<file path="config.mk">
export PLATFORM = sky130hd
export DESIGN_NAME = step_input_conditioner
export DESIGN_NICKNAME = d
export VERILOG_FILES = /design/src/rtl/step_input_conditioner.sv
export SDC_FILE = /design/constraint.sdc
export NUM_CORES = 1
export LEC_CHECK = 0
export BUFFER_PORTS_ARGS = -buffer_cell sky130_fd_sc_hd__buf_2
export CAP_MARGIN = 0
export CORE_ASPECT_RATIO = 1.4
export CORE_UTILIZATION = 50
export CTS_CLUSTER_DIAMETER = 30
export CTS_CLUSTER_SIZE = 14
export DETAILED_ROUTE_END_ITERATION = 7
export PLACE_DENSITY = 0.73
export SYNTH_ARGS = -nofsm -noshare
export SYNTH_HDL_FRONTEND = slang
export SYNTH_SLANG_ARGS = --single-unit
</file>
<file path="constraint.sdc">
create_clock -name clk -period 1.38 [get_ports clk]
set_input_delay 0.207 -clock clk [delete_from_list [all_inputs] [get_ports clk]]
set_output_delay 0.207 -clock clk [all_outputs]
set_load 0.01 [all_outputs]
</file>
<file path="src/rtl/step_input_conditioner.sv">
module step_input_conditioner #(
  parameter int FILT_N = 4,
  parameter int MODE_W = 2
) (
  input  logic              clk,
  input  logic              rst_n,
  input  logic              en,
  input  logic              step_raw,
  input  logic              dir_raw,
  input  logic [MODE_W-1:0] mode_raw,
  input  logic              edge_both_raw,
  input  logic              ret_raw,
  output logic              step_stb,
  output logic              mode_stb,
  output logic              dir_q,
  output logic [MODE_W-1:0] mode_q,
  output logic              ret_stb
);
  localparam int CW  = (FILT_N > 2) ? $clog2(FILT_N) : 1;
  localparam int NCH = 2;
  localparam int SW  = MODE_W + 2;

  wire  [NCH-1:0] raw_f = {ret_raw, step_raw};
  wire  [SW-1:0]  raw_u = {edge_both_raw, dir_raw, mode_raw};
  logic [NCH-1:0] lvl, lvl_d;
  logic [SW-1:0]  s1, s2;
  logic           pend;

  for (genvar g = 0; g < NCH; g++) begin : g_filt
    logic [1:0]    sync;
    logic [CW-1:0] cnt;
    logic          lvl_g;
    assign lvl[g] = lvl_g;
    always_ff @(posedge clk or negedge rst_n) begin
      if (!rst_n) begin
        sync  <= '0;
        cnt   <= '0;
        lvl_g <= 1'b0;
      end else if (en) begin
        sync <= {sync[0], raw_f[g]};
        if (sync[1] == lvl_g) begin
          cnt <= '0;
        end else if (cnt == CW'(FILT_N - 1)) begin
          cnt   <= '0;
          lvl_g <= sync[1];
        end else begin
          cnt <= cnt + 1'b1;
        end
      end
    end
  end

  wire [MODE_W-1:0] mode_s = s2[MODE_W-1:0];
  wire              dir_s  = s2[MODE_W];
  wire              both_s = s2[MODE_W+1];
  wire              evt    = both_s ? (lvl[0] ^ lvl_d[0]) : (lvl[0] & ~lvl_d[0]);

  always_ff @(posedge clk or negedge rst_n) begin
    if (!rst_n) begin
      s1       <= '0;
      s2       <= '0;
      lvl_d    <= '0;
      pend     <= 1'b0;
      step_stb <= 1'b0;
      mode_stb <= 1'b0;
      ret_stb  <= 1'b0;
      dir_q    <= 1'b0;
      mode_q   <= '0;
    end else if (!en) begin
      step_stb <= 1'b0;
      mode_stb <= 1'b0;
      ret_stb  <= 1'b0;
    end else begin
      s1       <= raw_u;
      s2       <= s1;
      lvl_d    <= lvl;
      pend     <= evt;
      step_stb <= pend;
      mode_stb <= evt && (mode_s != mode_q);
      ret_stb  <= lvl[1] & ~lvl_d[1];
      if (evt) begin
        dir_q  <= dir_s;
        mode_q <= mode_s;
      end
    end
  end
endmodule

</file>
==> impl_metrics.py <==
metrics = {
    "sta": {
        "setup_viol": 0,
        "hold_viol_final": 0,
        "rsz0062_at_grt": "yes",
        "drv_slew": 0,
        "timing.hold.ws_ps": 90.73,
        "max_slew.worst_pin.slew_ps": 563.7,
        "maxSlewHeadroom": 0.6242,
        "finClkSkew_ps": 14.00,
        "period_share": 0.9876,
        "min_period_ps": 1363,
        "fmax_ghz": 0.7337,
    },
    "power_and_ir_drop": {
        "p_leak_nw": 0.6501,
        "comb_power_share": 0.345,
        "switching_share": 0.3065,
        "power.net_switching_mw": 0.7163,
        "p_clk_frac": 0.152,
        "p_int_mw": 1.621,
        "seqPwrFrac": 0.503,
        "ir_worst_vdd_mv": 1.117,
        "pwr_density_cell_nw_per_um2": 1759,
    },
    "clock_tree": {
        "clkSinkCount": 27,
        "clkTransAtPathRegs_ps": 150,
        "worstSkewPairLatency_ps": 330,
        "htreeDepth": 1,
        "cts_buffers": 3,
        "clockBufferDepth": 2,
        "cts_tree": "built",
        "root_buffer": "clkbuf_4",
        "post-cts-setup-buffers": 0,
    },
    "floorplanning": {
        "die_h_um": 59.23,
        "dieArea_sq_um": 2540,
        "die_w_um": 42.88,
        "coreArea_sq_um": 2202,
        "start_util": 0.5313,
        "rows": 20,
        "io_pins": 15,
    },
    "logic_synthesis": {
        "syn-num-nets": 92,
        "avgSynthCellArea_sq_um": 14.62,
        "ys_ff_latch": 27,
        "synth_top_area_frac": 0.5775,
        "yosys_warnings": 0,
        "yosysUniqueCellTypes": 19,
        "syn_inst": 80,
        "synth_area_leader_cell": "dfrtp_1",
        "netlist_top_cells_area": "dfrtp_1, mux2_4, mux2_2, ha_1, xnor2_1",
        "yosysSeqAreaShare": 0.5775,
        "post_synth_instance_area_sq_um": 1170,
    },
    "global_route": {
        "antenna_found_initial": 0,
        "track_usage": 0.1540,
        "grt_pass1_wl_mm": 2.835,
        "grt_pass1_vias": 660,
        "grt_max_degree": 29,
        "overflow": 0,
    },
    "setup_path": {
        "cp_slowest_cell": "dfrtp_1",
        "cp-end-kind": "flip-flop",
        "crit_family": "flip-flops",
        "setup.worst_path.class": "reg -> reg",
        "worstPathArrival_ps": 1600,
        "cp_slowest_stage_delay_ps": 430,
        "start_kind": "flip-flop",
        "crit_fanout": 5,
        "cp_num_buf_inv": 0,
        "critPathRequiredTime_ps": 1620,
        "path_cells": "ha_4, nor2b_4, o21ai_4, mux2_4",
    },
    "finish": {
        "layout_commonest_cell": "dfrtp_1",
        "mostFrequentLayoutCells": "dfrtp_1, buf_2, mux2_4",
        "nFillCells": 182,
        "layout-drive-gt1-share": 0.4490,
        "utilization": 0.6034,
        "layout.nets": 111,
        "diodes": 0,
        "syn2layout_area_growth_pct": 13.58,
    },
    "placement": {
        "hpwl_mm": 1.105,
        "io_buffers": 14,
        "gp_congestion": 0.7084,
    },
    "run": {
        "maxCapViolCount": 0,
    },
    "drt": {
        "via_count": 629,
        "drt_iter0_drc": 11,
        "ant_nets": 0,
        "drt-pass1-iter-count": 3,
        "drt-vias-per-instance": 5.242,
        "drc": 0,
        "wl_mm": 1.575,
        "wl_per_cell_um": 13.13,
    },
    "run_status": {
        "status": "completed",
    },
    "hold_path": {
        "hold_class": "in -> reg",
    },
}
## cell type report
class                           instances  area, sq um  area share
Clock buffer                            3        22.52     0.01695
Sequential cell                        27        675.6      0.5085
Timing Repair Buffer                   17        107.6     0.08098
Clock inverter                          1        8.758    0.006591
Tap cell                               22        27.53     0.02072
Inverter                                5        18.77     0.01412
Multi-Input combinational cell         45        467.9      0.3522
## through the flow
| stage | power [mW] | std cells | instance area, sq um | setup TNS [ps] | worst slack (ps) |
|---|---|---|---|---|---|
| 2_1_floorplan | 1.739 | 80 | 1170 | 0 | 13.00 |
| 3_3_place_gp | 1.902 | 115 | 1267 | 0 | 31.84 |
| 3_5_place_dp | 1.956 | 115 | 1267 | -18.02 | -11.72 |
| 4_1_cts | 2.355 | 120 | 1321 | -62.15 | -25.56 |
| 5_1_grt | 2.512 | 120 | 1329 | -72.92 | -30.82 |
| 6_report | 2.337 | 120 | 1329 | 0 | 17.08 |
## path summary, 6_finish.rpt
check                           cells past startpoint  slack [ps]       startpoint   endpoint
worst min-delay path                                2          90      mode_raw[0]      s1[0]
min in group asynchronous                           2         380            rst_n      s1[0]
worst max register to register                      4          20  g_filt[0].lvl_g  mode_q[1]
max in group asynchronous                           2         620            rst_n      s1[3]
worst min register to register                      1         510            s1[2]      s2[2]
worst max-delay path                                4          20  g_filt[0].lvl_g  mode_q[1]
## power groups by stage
stage	sequential, mW	clock (mW)	combinational, mW
2_1_floorplan	1.20	0	0.543
3_3_place_gp	1.17	0	0.731
3_5_place_dp	1.19	0	0.768
4_1_cts	1.18	0.376	0.802
5_1_grt	1.20	0.414	0.894
6_report	1.18	0.356	0.806
## logic make-up (layout without fill, tap and decap cells)
logic type | after synthesis | in the layout | share of synthesized area
flip-flops | 27 | 27 | 0.5775
multiplexers | 19 | 19 | 0.2214
AND/OR/NAND/NOR | 12 | 12 | 0.05668
buffers and inverters | 8 | 26 | 0.03957
AO/OA/AOI/OAI | 7 | 7 | 0.04278
XOR/XNOR | 4 | 4 | 0.02994
adder cells (fa/ha/maj) | 3 | 3 | 0.03209
## per-layer routing
layer,global-route usage,routed length [um],vias to the layer above
met1,0.1765,686,311
li1,-,-,306
met2,0.2641,825,10
met4,0.09375,19,0
met3,0.02744,43,2
met5,0,0,-
## flip-flops by register name, summed over array words and instances, names as in the netlist
register and count:
g_filt.lvl_g 2, s1 4, lvl_d 2, step_stb 1, mode_q 2, g_filt.sync 4
dir_q 1, g_filt.cnt 4, ret_stb 1, s2 4, mode_stb 1, pend 1
## synthesized netlist by cell type, drive strengths merged
cell type and count:
dfrtp 27, mux2 19, nand2 6, inv 5, xnor2 4, buf 3, ha 3, o21ai 3
o22ai 3, nor2b 2, a21oi 1, and2 1, and3b 1, nor2 1, nor3 1
## repair_timing
action | 4_1_cts | 5_1_grt
endpoints found under the setup margin | 3 | 3
endpoints found under the hold margin | 27 | 0
hold buffers | 1 | 0
pin swaps | 1 | 1
cloned | 0 | 0
gates resized for setup | 1 | 3
## worst reg2reg max path, cell delays in order, from the launching register on
cell and delay [ps]:
dfrtp_1 430, ha_4 280, nor2b_4 40, o21ai_4 200
mux2_4 320
(Power assumes the default switching activity.)
